==> src/rtl/dith_pkg.sv <==
package dith_pkg;

    localparam int CW  = 12;   // component width at the input
    localparam int LW  = 28;   // generator state width
    localparam int NCH = 3;    // components per pixel
    localparam int NW  = 6;    // widest discarded field
    localparam int PW  = 4;    // frame counter / perturbation width

    typedef logic [1:0] depth_t;

    // number of low bits removed for a depth code
    function automatic logic [2:0] drop_bits(input depth_t d);
        case (d)
            2'd0:    return 3'd6;
            2'd1:    return 3'd4;
            default: return 3'd2;
        endcase
    endfunction

    // frame counter wrap value
    function automatic logic [PW-1:0] wrap_val(input logic frand, input depth_t d);
        if (!frand)       return '0;
        else if (d < 2'd2) return 4'd15;
        else               return 4'd3;
    endfunction

    // bit-swap setting: 0 none, 1 two-bit swap, 2 four-bit reverse
    function automatic logic [1:0] swap_sel(input logic frand, input depth_t d);
        if (!frand)       return 2'd0;
        else if (d < 2'd2) return 2'd2;
        else               return 2'd1;
    endfunction

    function automatic logic [PW-1:0] swap_cnt(input logic [PW-1:0] c, input logic [1:0] sel);
        case (sel)
            2'd2:    return {c[0], c[1], c[2], c[3]};
            2'd1:    return {c[3:2], c[0], c[1]};
            default: return c;
        endcase
    endfunction

endpackage

==> src/rtl/dith_fctr.sv <==
module dith_fctr
    import dith_pkg::*;
(
    input  logic          clk,
    input  logic          rst_n,
    input  logic          en,
    input  logic          vld,
    input  logic          sof,
    input  logic          frand,
    input  depth_t        depth,
    output logic [PW-1:0] pert
);

    typedef struct packed {
        logic          en;
        logic [PW-1:0] cnt;
    } fc_t;

    fc_t q, d;
    logic [PW-1:0] cur_cnt;
    logic [PW-1:0] lim;

    always_comb begin
        cur_cnt = q.en ? q.cnt : '0;
        lim     = wrap_val(frand, depth);
        pert    = swap_cnt(cur_cnt, swap_sel(frand, depth));
        d.en    = en;
        d.cnt   = cur_cnt;
        if (en && vld && sof) begin
            d.cnt = (cur_cnt >= lim) ? '0 : cur_cnt + 1'b1;
        end
    end

    always_ff @(posedge clk or negedge rst_n) begin
        if (!rst_n) q <= '0;
        else        q <= d;
    end

endmodule

==> src/rtl/dith_lfsr.sv <==
module dith_lfsr #(
    parameter int LW  = 28,
    parameter int TAP = 3,
    parameter int NW  = 6,
    parameter int PW  = 4
) (
    input  logic          clk,
    input  logic          rst_n,
    input  logic          en,
    input  logic          vld,
    input  logic          reload,
    input  logic [LW-1:0] seed,
    input  logic [PW-1:0] pert,
    input  logic [2:0]    drop,
    input  logic          hp_en,
    output logic [NW-1:0] noise
);

    typedef struct packed {
        logic          en;
        logic [LW-1:0] lfsr;
        logic [NW-1:0] prev;
    } gen_t;

    gen_t q, d;
    logic [LW-1:0] base, cur;
    logic [NW-1:0] prv, mask, raw, hp;
    logic [NW+1:0] diff;

    always_comb begin
        // a disabled previous cycle means the generator restarts at its seed
        base  = q.en ? q.lfsr : seed;
        prv   = q.en ? q.prev : '0;
        cur   = reload ? (seed ^ {{(LW-PW){1'b0}}, pert}) : base;
        mask  = ~({NW{1'b1}} << drop);
        raw   = cur[NW-1:0] & mask;
        diff  = {2'b00, raw} + ({{(NW+1){1'b0}}, 1'b1} << drop) - {2'b00, prv};
        hp    = NW'(diff >> 1) & mask;
        noise = hp_en ? hp : raw;

        d.en   = en;
        d.lfsr = base;
        d.prev = prv;
        if (en && vld) begin
            d.lfsr = {cur[LW-2:0], cur[LW-1] ^ cur[TAP-1]};
            d.prev = raw;
        end
    end

    always_ff @(posedge clk or negedge rst_n) begin
        if (!rst_n) q <= '0;
        else        q <= d;
    end

endmodule

==> src/rtl/dith_quant.sv <==
module dith_quant #(
    parameter int CW = 12,
    parameter int NW = 6
) (
    input  logic [CW-1:0] pix,
    input  logic [NW-1:0] noise,
    input  logic [2:0]    drop,
    input  logic          en,
    output logic [CW-1:0] res
);

    logic [CW:0]   sum;
    logic [CW-1:0] sat, keep;

    always_comb begin
        sum  = {1'b0, pix} + (CW+1)'(noise);
        sat  = sum[CW] ? {CW{1'b1}} : sum[CW-1:0];
        keep = {CW{1'b1}} << drop;
        res  = en ? (sat & keep) : pix;
    end

endmodule

==> src/rtl/noise_dither.sv <==
module noise_dither
    import dith_pkg::*;
#(
    parameter int CW    = dith_pkg::CW,
    parameter int LW    = dith_pkg::LW,
    parameter int NCH   = dith_pkg::NCH,
    parameter int NW    = dith_pkg::NW,
    parameter int TAP_R = 3,
    parameter int TAP_G = 9,
    parameter int TAP_B = 13
) (
    input  logic               clk,
    input  logic               rst_n,
    input  logic               cfg_en,
    input  logic [1:0]         cfg_depth,
    input  logic               cfg_rgb_rand,
    input  logic               cfg_frame_rand,
    input  logic               cfg_hp_en,
    input  logic [LW-1:0]      cfg_seed_r,
    input  logic [LW-1:0]      cfg_seed_g,
    input  logic [LW-1:0]      cfg_seed_b,
    input  logic               in_vld,
    input  logic               in_sof,
    input  logic               in_eol,
    input  logic [NCH*CW-1:0]  in_pix,
    output logic               out_vld,
    output logic               out_sof,
    output logic               out_eol,
    output logic [NCH*CW-1:0]  out_pix
);

    localparam int PXW = NCH * CW;
    localparam int NZW = NCH * NW;

    typedef struct packed {
        logic           vld;
        logic           sof;
        logic           eol;
        logic           en;
        logic [2:0]     drop;
        logic [PXW-1:0] pix;
        logic [NZW-1:0] nz;
    } s1_t;

    typedef struct packed {
        logic           vld;
        logic           sof;
        logic           eol;
        logic [PXW-1:0] pix;
    } s2_t;

    s1_t s1_q, s1_d;
    s2_t s2_q, s2_d;

    logic [2:0]     drop0;
    logic           reload;
    logic [PW-1:0]  pert;
    logic [LW-1:0]  seeds [NCH];
    logic [NW-1:0]  gnz   [NCH];
    logic [PXW-1:0] qpix;

    assign drop0  = drop_bits(cfg_depth);
    assign reload = in_vld & in_sof & cfg_frame_rand;

    dith_fctr u_fctr (
        .clk   (clk),
        .rst_n (rst_n),
        .en    (cfg_en),
        .vld   (in_vld),
        .sof   (in_sof),
        .frand (cfg_frame_rand),
        .depth (cfg_depth),
        .pert  (pert)
    );

    generate
        for (genvar c = 0; c < NCH; c++) begin : g_ch
            localparam int TAP = (c == 0) ? TAP_R : ((c == 1) ? TAP_G : TAP_B);

            assign seeds[c] = (c == 0) ? cfg_seed_r : ((c == 1) ? cfg_seed_g : cfg_seed_b);

            dith_lfsr #(.LW(LW), .TAP(TAP), .NW(NW), .PW(PW)) u_gen (
                .clk    (clk),
                .rst_n  (rst_n),
                .en     (cfg_en),
                .vld    (in_vld),
                .reload (reload),
                .seed   (seeds[c]),
                .pert   (pert),
                .drop   (drop0),
                .hp_en  (cfg_hp_en),
                .noise  (gnz[c])
            );

            dith_quant #(.CW(CW), .NW(NW)) u_q (
                .pix   (s1_q.pix[c*CW +: CW]),
                .noise (s1_q.nz[c*NW +: NW]),
                .drop  (s1_q.drop),
                .en    (s1_q.en),
                .res   (qpix[c*CW +: CW])
            );
        end
    endgenerate

    always_comb begin
        s1_d.vld  = in_vld;
        s1_d.sof  = in_vld & in_sof;
        s1_d.eol  = in_vld & in_eol;
        s1_d.en   = cfg_en;
        s1_d.drop = drop0;
        s1_d.pix  = in_pix;
        s1_d.nz   = '0;
        for (int c = 0; c < NCH; c++) begin
            s1_d.nz[c*NW +: NW] = cfg_rgb_rand ? gnz[c] : gnz[0];
        end

        s2_d.vld = s1_q.vld;
        s2_d.sof = s1_q.sof;
        s2_d.eol = s1_q.eol;
        s2_d.pix = qpix;
    end

    always_ff @(posedge clk or negedge rst_n) begin
        if (!rst_n) begin
            s1_q <= '0;
            s2_q <= '0;
        end else begin
            s1_q <= s1_d;
            s2_q <= s2_d;
        end
    end

    assign out_vld = s2_q.vld;
    assign out_sof = s2_q.sof;
    assign out_eol = s2_q.eol;
    assign out_pix = s2_q.pix;

endmodule

==> config.mk <==
export PLATFORM = sky130hd
export DESIGN_NAME = noise_dither
export DESIGN_NICKNAME = d
export VERILOG_FILES = /design/src/rtl/dith_pkg.sv /design/src/rtl/dith_fctr.sv /design/src/rtl/dith_lfsr.sv /design/src/rtl/dith_quant.sv /design/src/rtl/noise_dither.sv
export SDC_FILE = /design/constraint.sdc
export NUM_CORES = 1
export LEC_CHECK = 0
export ABC_AREA = 1
export BUFFER_PORTS_ARGS = -buffer_cell sky130_fd_sc_hd__buf_2
export CORE_UTILIZATION = 35
export CTS_CLUSTER_DIAMETER = 30
export DETAILED_ROUTE_END_ITERATION = 16
export GPL_TIMING_DRIVEN = 1
export PLACE_DENSITY = 0.61
export SLEW_MARGIN = 20
export SYNTH_ARGS = -nofsm -noshare
export SYNTH_HDL_FRONTEND = slang
export SYNTH_HIERARCHICAL = 1
export SYNTH_SLANG_ARGS = --single-unit
==> constraint.sdc <==
create_clock -name clk -period 8 [get_ports clk]
set_input_delay 0.4 -clock clk [delete_from_list [all_inputs] [get_ports clk]]
set_output_delay 0.4 -clock clk [all_outputs]
set_load 0.02 [all_outputs]
Yosys cells after proc, flatten, opt, wreduce, memory -nomap -nowiden. Cells that the tools add are included.

Bitwise operators: 19. Reductions and logical operators: 3. Eq/ne operators: 3. Muxes and demuxes: 32. Shifts and indexed selects: 3. Add/subtract/negate cells: 10. Order comparisons: 2.

Operators by type and width (number): 28-bit 2-to-1 mux (6); 34-bit 2-to-1 mux (3); 28-bit by 4-bit XOR with 28-bit output (3); 12-bit 2-to-1 mux (6); 6-bit 2-to-1 mux (8); 12-bit by 6-bit adder with 13-bit output (3); 12-bit bitwise AND (3); 6-bit bitwise AND (6); 6-bit by 7-bit adder with 7-bit output (3); 7-bit by 6-bit subtractor with 7-bit output (3); 4-bit 2-to-1 mux (5); 12-bit by 3-bit << shifter with 12-bit output, first input constant (1); 4-bit case mux with 2 select lines (1); 1-bit by 3-bit << shifter with 7-bit output, first input constant (1); 6-bit inverter (1); 3-bit case mux with 2 select lines (1); 6-bit by 3-bit << shifter with 6-bit output, first input constant (1); 4-bit by 1-bit adder with 4-bit output, second input constant (1); 2-bit by 1-bit == test with 1-bit output, second input constant (2); 4-bit >= comparator (1); 2-bit 2-to-1 mux (2); 1-bit bitwise AND (3); 1-bit XOR (3); 2-bit == test, second input constant (1); 3 further kinds (4).

Flip-flop bits (word level): 206. Input bits: 131.

Longest topological paths before layout. Gate-level depths: netlist of run 1.

Word-level depth: 13. Depth in mapped cells: 22. Depth with buffers taken out: 22.

Modules after synthesis. The synthesis of run 1 kept the hierarchy.

By module, submodules not included: noise_dither (sequential area each 2477.4 um2, cells an instance 140, area each 2638.8 um2, instances 1); dith_lfsr at g_ch[2].u_gen (sequential area each 875.8 um2, cells an instance 371, area each 2613.8 um2, instances 1); dith_lfsr at g_ch[1].u_gen (sequential area each 875.8 um2, cells an instance 374, area each 2602.5 um2, instances 1); dith_lfsr at g_ch[0].u_gen (sequential area each 875.8 um2, cells an instance 311, area each 2531.2 um2, instances 1); dith_quant (sequential area each 0.0 um2, cells an instance 135, area each 679.4 um2, instances 3); dith_fctr (sequential area each 125.1 um2, cells an instance 57, area each 439.2 um2, instances 1).

Worst setup path before layout of run 1. No wires, ideal clock.

Kind: input to register. Start: in cfg_depth[1]. End: reg s1_q[10] in the netlist's numbering. Arrival: 2.966 ns. Path buffers: 0. Slack: 4.917 ns. Required time: 7.882 ns. Library setup time: 0.118 ns. Stages on the path: 16. Cells stage by stage: inv_1 nand2_1 o21ai_0 or2_1 fa_1 inv_1 ha_1 inv_1 nor3_1 nand4_1 nand3_1 nand3_1 nand2_1 inv_1 nand2_1 nand2_1.

RTL lines: start, declared (RTL line noise_dither.sv:15) `input logic [1:0] cfg_depth,`; end signal, assigned (RTL line noise_dither.sv:125) `s1_q <= '0;`; end signal, assigned (RTL line noise_dither.sv:128) `s1_q <= s1_d;`; end, declared (RTL line noise_dither.sv:52) `s1_t s1_q, s1_d;`.

==> flow_summary_export.csv, run 1 <==
group,metric,value,unit
grt,grt_pass1_vias,11467,
sta,final-setup-viol-count,0,
die,start_util,35.9,%
yosys,synth_seq_cells,209,
critical_path,crit_path_end_kind,"register",
clock_tree,h-tree-depth,2,
die,die_h,194,um
drt,via_per_inst,4.72,
drt,drtIter0Drc,562,
drt,num_vias,11385,
critical_path,cp_max_fo,6,
clock_tree,cts_buffers,61,
power_and_ir_drop,power_density,265,mW/mm^2
sta,rsz0062_at_grt,"false",
placed_design,gp_congestion,0.841,
critical_path,start_kind,"register",
finish,area.growth.synth_to_final,29.2,%
drt,routed.top_layer,"met4",
sta,fmax,263,MHz
drt,wl_per_cell,13.6,um
finish,nets,2094,
die,num_io_pins,170,
yosys,syn_inst,1658,
finish,n_fill_cell,3533,
finish,layout_commonest_cell,"nand2_1",
die,rows,69,
sta,slew_viol_final,0,
yosys,synth-main-ff-cell,"dfrtp_1",
yosys,ys_warn_count,6,
critical_path,r2r_slack,4.19,ns
finish,multiInputGateArea,0.00648,sq mm
drt,drt_first_pass_iters,4,
die,die_width,194,um
drt,drc_errors,0,
critical_path,r2r-start,"u_fctr/q[4]",
yosys,ys_types,45,
clock_tree,cts_setup_buffers,0,
clock_tree,root_buffer,"clkbuf_16",
finish,mostFrequentLayoutCells,"488 x nand2_1, 222 x inv_1, 208 x dfrtp_1",
sta,finalCriticalPeriod,3.81,ns
sta,hold-worst-slack,0.0593,ns
drt,met2_length,15.2,mm
sta,max_slew_margin,31.9,%
drt,wl_met3,1.52,mm
sta,worst_slew_pin_slew,1.02,ns
finish,final_util,46.4,%
grt,grt_pass1_wl,55.0,mm
outcome,status,"completed",
yosys,yosysSeqAreaShare,40.7,%
die,coreArea,0.0358,sq mm
clock_tree,clk_pin_slew,0.04,ns
grt,antenna_found_initial,3,
placed_design,io_buffers,169,
clock_tree,cts_max_path_buffers,3,
yosys,synth_area,0.0129,sq mm
clock_tree,clkSinkCount,209,
finish,drive_gt1_share,18.7,%
drt,wl,32.7,mm
critical_path,crit_start,"u_fctr/q[4]",
yosys,async_flop_share,100,%
sta,finalHoldViolCount,0,
placed_design,hpwl,22.7,mm
clock_tree,cts_resized,0,
yosys,synth_edf_count,0,
critical_path,worstPathArrival,4.29,ns
drt,met1Wirelength,15.1,mm
clock_tree,cts_hold_buf,39,
grt,grt_max_degree,122,
sta,period_share,47.6,%
min_path,min-delay-path-class,"in2reg",
clock_tree,insertion_delay,0.59,ns
critical_path,path_class,"reg2reg",
sta,fin_skew,0.0200,ns
drt,final_antenna_net_count,0,
finish,ff_latch_area,0.00523,sq mm
min_path,hold_start,"in_vld",
power_and_ir_drop,irDropWorstVdd,0.136,mV
power_and_ir_drop,total_power,4.40,mW
yosys,synth_area_per_cell,7.76,sq um
flow_run,max_cap_viol_count,0,
power_and_ir_drop,power_leakage,8.61,nW
sta,tns,0,ns
clock_tree,cts_tree,"done",
die,fp.dieArea,0.0375,sq mm
grt,track_usage,17.9,%
grt,gr-total-overflow,0,
critical_path,required,8.48,ns
-- cells in the mapped netlist, types with 10 or more instances --
library cell	count	share of area (%)
inv_1	222	6.5
nor2_1	44	1.3
clkbuf_1	27	0.79
fa_1	21	3.3
xnor2_1	13	0.89
a21oi_1	33	1.3
nand3_1	87	3.4
ha_1	39	3.8
nor3_1	12	0.47
nand2_1	490	14
mux2i_1	31	2.4
dfrtp_1	209	41
nor2_2	11	0.53
nand4_1	21	1.0
or2_1	14	0.68
nand2_2	15	0.73
o211ai_1	28	1.6
o21ai_0	34	1.3
o21ai_2	20	1.4
buf_2	10	0.39
o21ai_1	183	7.1
-- where the power goes --
group | internal, mW | switching [mW] | leakage [nW] | total (mW)
registers | 1.17 | 0.0580 | 2.55 | 1.23
clock network | 1.72 | 0.679 | 1.02 | 2.40
logic | 0.294 | 0.480 | 5.05 | 0.774
total | 3.18 | 1.22 | 8.61 | 4.40
-- critical path, cell delays in order (launching register included) --
cell and delay [ns]:
dfrtp_1 0.43, nand2_1 0.11, o21ai_0 0.76, xnor2_1 0.13
mux2i_1 0.37, nand2_1 0.16, fa_1 0.53, inv_1 0.04
ha_1 0.37, nand2_1 0.10, nor3_1 0.13, nand4_1 0.15
nand3_1 0.10, nand2_1 0.05, nor2_1 0.11, nor2_1 0.05
nand2_1 0.07, nand2_1 0.05
-- metrics by stage --
step / instance area (sq um) / setup WS (ns) / cells
after CTS: 16600 / 3.89 / 2410
final: 16600 / 4.19 / 2414
after global routing: 16600 / 3.84 / 2413
after floorplan: 12900 / 4.92 / 1681
after detailed placement: 14100 / 3.26 / 2261
after global placement: 14100 / 3.39 / 2261
-- sequential cells by signal, indices dropped and copies added, names as in the netlist --
register and flops:
s1_q 60, u_fctr/q 5, g_ch.u_gen/q 105, out_pix 36, out_vld 1, out_sof 1, out_eol 1
-- final timing paths --
path	to	cells after the start
min reg2reg	out_vld	0
max reg2reg	s1_q[16]	17
min	s1_q[60]	1
min in group asynchronous	s1_q[40]	2
max	s1_q[16]	17
max in group asynchronous	g_ch[1].u_gen/q[25]	3
-- cells by family after synthesis --
logic type	Yosys count	share of synthesized area, %
xor+xnor	22	1.50
compound gates	321	14.1
simple gates	723	24.5
fa+ha+maj	60	7.06
other cells	1	0.0292
mux	31	2.41
flops	209	40.7
buf+inv	291	9.76
-- layout make-up --
| cell class | instances | share of cell area, % |
|---|---|---|
| well taps | 461 | 3.47 |
| multi-input cells | 1181 | 39.0 |
| flip-flops and latches | 209 | 31.5 |
| inverters | 233 | 5.41 |
| diodes | 3 | 0.0452 |
| clock buffers | 88 | 10.8 |
| clock inverters | 22 | 1.80 |
| repair buffers | 217 | 7.98 |
-- layer usage --
| layer | vias up | global-route usage [%] |
|---|---|---|
| met3 | 69 | 3.50 |
| met2 | 238 | 29.0 |
| met5 | - | 0 |
| li1 | 5843 | - |
| met4 | 0 | 8.00 |
| met1 | 5235 | 23.2 |
No activity file was read; power rests on OpenSTA's default activity.
==> inputs of run 2 (changes only) <==
--- a/config.mk
+++ b/config.mk
@@ -5,13 +5,13 @@
 export SDC_FILE = /design/constraint.sdc
 export NUM_CORES = 1
 export LEC_CHECK = 0
-export ABC_AREA = 1
+export ABC_AREA = 0
 export BUFFER_PORTS_ARGS = -buffer_cell sky130_fd_sc_hd__buf_2
 export CORE_UTILIZATION = 35
 export CTS_CLUSTER_DIAMETER = 30
 export DETAILED_ROUTE_END_ITERATION = 16
 export GPL_TIMING_DRIVEN = 1
-export PLACE_DENSITY = 0.61
+export PLACE_DENSITY = 0.63
 export SLEW_MARGIN = 20
 export SYNTH_ARGS = -nofsm -noshare
 export SYNTH_HDL_FRONTEND = slang
==> constraint.sdc (replaced) <==
create_clock -name clk -period 3.1 [get_ports clk]
set_input_delay 0.155 -clock clk [delete_from_list [all_inputs] [get_ports clk]]
set_output_delay 0.155 -clock clk [all_outputs]
set_load 0.02 [all_outputs]
==> flow_summary_export.csv, run 2 <==
group,metric,value,unit
finish,instances_no_fill,2201,
drt,num_vias,10874,
yosys,ys_types,74,
placed_design,io_buffers,169,
grt,antenna_found_initial,1,
die,start_util,35.7,%
min_path,whs_path_depth,4,
placed_design,dp.cells,1932,
finish,final_area,0.0186,sq mm
outcome,status,"complete, but fails checks",
critical_path,start_kind,"register",
grt,grt_pass1_vias,11370,
yosys,synth_area_per_cell,10.2,sq um
drt,drtIter0Drc,473,
die,die_h,193,um
min_path,hold_start,"cfg_seed_r[27]",
critical_path,crit_path_end_kind,"register",
critical_path,cp_max_fo,3,
clock_tree,clkSinkCount,209,
finish,largest_register,"g_ch.u_gen/q",
sta,tns,-1.88,ns
yosys,synth.most_common_cell,"dfrtp_1",
die,fp.dieArea,0.0371,sq mm
finish,nets,1886,
placed_design,gp_congestion,0.882,
power_and_ir_drop,irDropWorstVdd,0.443,mV
critical_path,required,3.55,ns
power_and_ir_drop,total_power,11.7,mW
yosys,synth_area_leader_cell,"dfrtp_1",
sta,period_share,107,%
grt,grt_max_degree,78,
sta,layout_setup_ws,-0.204,ns
sta,worst_slew_pin_slew,0.717,ns
yosys,synth_top_cell_area_share,41.1,%
finish,layout_commonest_cell,"dfrtp_1",
drt,final_antenna_net_count,0,
yosys,synthTopCellsByCount,"209 x dfrtp_1, 141 x nand2_1, 106 x o21ai_0",
clock_tree,cts_tree,"done",
min_path,min-delay-path-class,"in2reg",
critical_path,worstPathArrival,3.76,ns
drt,via_per_inst,4.94,
grt,gr-total-overflow,0,
sta,rsz0062_at_grt,"true",
clock_tree,insertion_delay,0.58,ns
yosys,synthTopCellsByArea,"dfrtp_1 41%, mux2i_1 8.2%, mux2_2 7.0%",
sta,fmax,303,MHz
sta,finalCriticalPeriod,3.30,ns
critical_path,reg2reg_to,"s1_q[10]",
sta,slew_viol_final,0,
finish,final_util,52.1,%
placed_design,place_area,0.0148,sq mm
yosys,synth_area,0.0127,sq mm
critical_path,reg2regPathDepth,14,
critical_path,r2r_slack,-0.20,ns
yosys,synth-main-ff-cell,"dfrtp_1",
yosys,synth_edf_count,0,
die,die_width,193,um
finish,area.growth.synth_to_final,46.1,%
drt,drt_first_pass_iters,11,
power_and_ir_drop,power_leakage,8.44,nW
finish,largest_reg_flops,105,
drt,wl,34.4,mm
yosys,yosysSeqAreaShare,41.1,%
yosys,ys_warn_count,6,
sta,fin_skew,0.0142,ns
yosys,syn_inst,1243,
critical_path,path_class,"reg2reg",
finish,mostFrequentLayoutCells,"209 x dfrtp_1, 168 x buf_2, 158 x dlygate4sd3_1",
sta,final-setup-viol-count,12,
placed_design,hpwl,22.8,mm
clock_tree,cts_buffers,54,
yosys,synth_seq_cells,209,
sta,max_slew_margin,52.0,%
min_path,min_to,"g_ch[0].u_gen/q[33]",
grt,track_usage,19.1,%
outcome,violations,"DRC, setup timing",
die,coreArea,0.0357,sq mm
critical_path,r2r-start,"u_fctr/q[0]",
finish,drive_gt1_share,32.0,%
sta,finalHoldViolCount,0,
clock_tree,h-tree-depth,2,
drt,drc_errors,18,
grt,grt_pass1_wl,56.5,mm
clock_tree,cts_max_path_buffers,3,
flow_run,max_cap_viol_count,0,
clock_tree,root_buffer,"clkbuf_16",
drt,wl_per_cell,15.6,um
die,num_io_pins,170,
clock_tree,clk_pin_slew,0.04,ns
yosys,async_flop_share,100,%
power_and_ir_drop,power_density,631,mW/mm^2
die,rows,69,
run 2: cell types whose count changed after synthesis, sizes merged, moves of 16 or more:
cell	previous run	this run
a21oi	40	57
and2	6	26
inv	231	47
mux2	0	100
mux2i	31	104
nand2	506	141
nand2b	0	16
nand3	93	26
nor2	65	48
o211ai	28	6
o21ai	237	116
run 2: per-stage QoR:
step / setup WS [ns] / hold slack (ns)
final: -0.204 / 0.0487
after global routing: -0.433 / 0.0668
after CTS: -0.229 / 0.00464
after detailed placement: -0.364 / 0.192
after global placement: -0.308 / 0.197
after floorplan: -0.00640 / -0.141
run 2: per-layer routing:
metal	global-route usage [%]	wire length [um]
met5	0	0
met1	24.6	15700
met4	6.30	728
met3	4.42	1630
met2	31.2	16300
run 2: final cells by class:
cell class / count / area [sq um]
fillers: 3136 / 17100
diodes: 1 / 2.50
flip-flops and latches: 209 / 5230
multi-input cells: 934 / 7290
clock buffers: 70 / 1510
inverters: 47 / 176
repair buffers: 449 / 3410
clock inverters: 30 / 392
well taps: 461 / 577
run 2: report_power, final:
group / total (mW) / switching (mW) / internal (mW)
Clock: 5.75 / 1.69 / 4.06
Sequential: 3.19 / 0.139 / 3.05
Combinational: 2.79 / 1.39 / 1.40
Total: 11.7 / 3.21 / 8.52
run 2: cells by family (layout without fill, tap and decap cells):
| logic type | after synthesis | count (layout) | synth area share (%) |
|---|---|---|---|
| and+or+nand+nor | 360 | 360 | 14.6 |
| AOI/OAI and AO/OA | 271 | 271 | 13.6 |
| DFF | 209 | 209 | 41.1 |
| muxes | 204 | 204 | 17.5 |
| buffers and inverters | 108 | 596 | 4.03 |
| adders and majority gates | 60 | 60 | 7.14 |
| xor gates and xnor gates | 30 | 30 | 2.07 |
| other | 1 | 10 | 0.0295 |
run 2: worst max-delay path by stage:
stage | start | end | slack (ns) | cells after the start
after floorplan | u_fctr/q[0] | s1_q[11] | -0.006 | 14
after global placement | cfg_depth[1] | s1_q[11] | -0.31 | 14
after detailed placement | cfg_depth[1] | s1_q[11] | -0.36 | 14
after CTS | u_fctr/q[0] | s1_q[11] | -0.23 | 13
after global routing | u_fctr/q[0] | s1_q[10] | -0.43 | 14
final | u_fctr/q[0] | s1_q[10] | -0.20 | 14
run 2: timing repair:
action                                  CTS  global route
buffers inserted                          8             8
endpoints found under the setup margin   14            17
resized for setup                        27            25
hold buffers                            158             0
pin swaps                                14            19
endpoints found under the hold margin   198             0
run 2: worst max-delay path: stages, from the launching register on:
cell,delay (ns)
dfrtp_1,0.37
mux2i_1,0.16
nand2_1,0.09
o211a_4,0.18
xnor2_2,0.14
mux2i_2,0.20
o21ai_2,0.10
fa_1,0.56
inv_2,0.06
ha_4,0.25
nand4b_1,0.15
o31ai_1,0.31
o211ai_1,0.16
buf_4,0.18
mux2_4,0.26
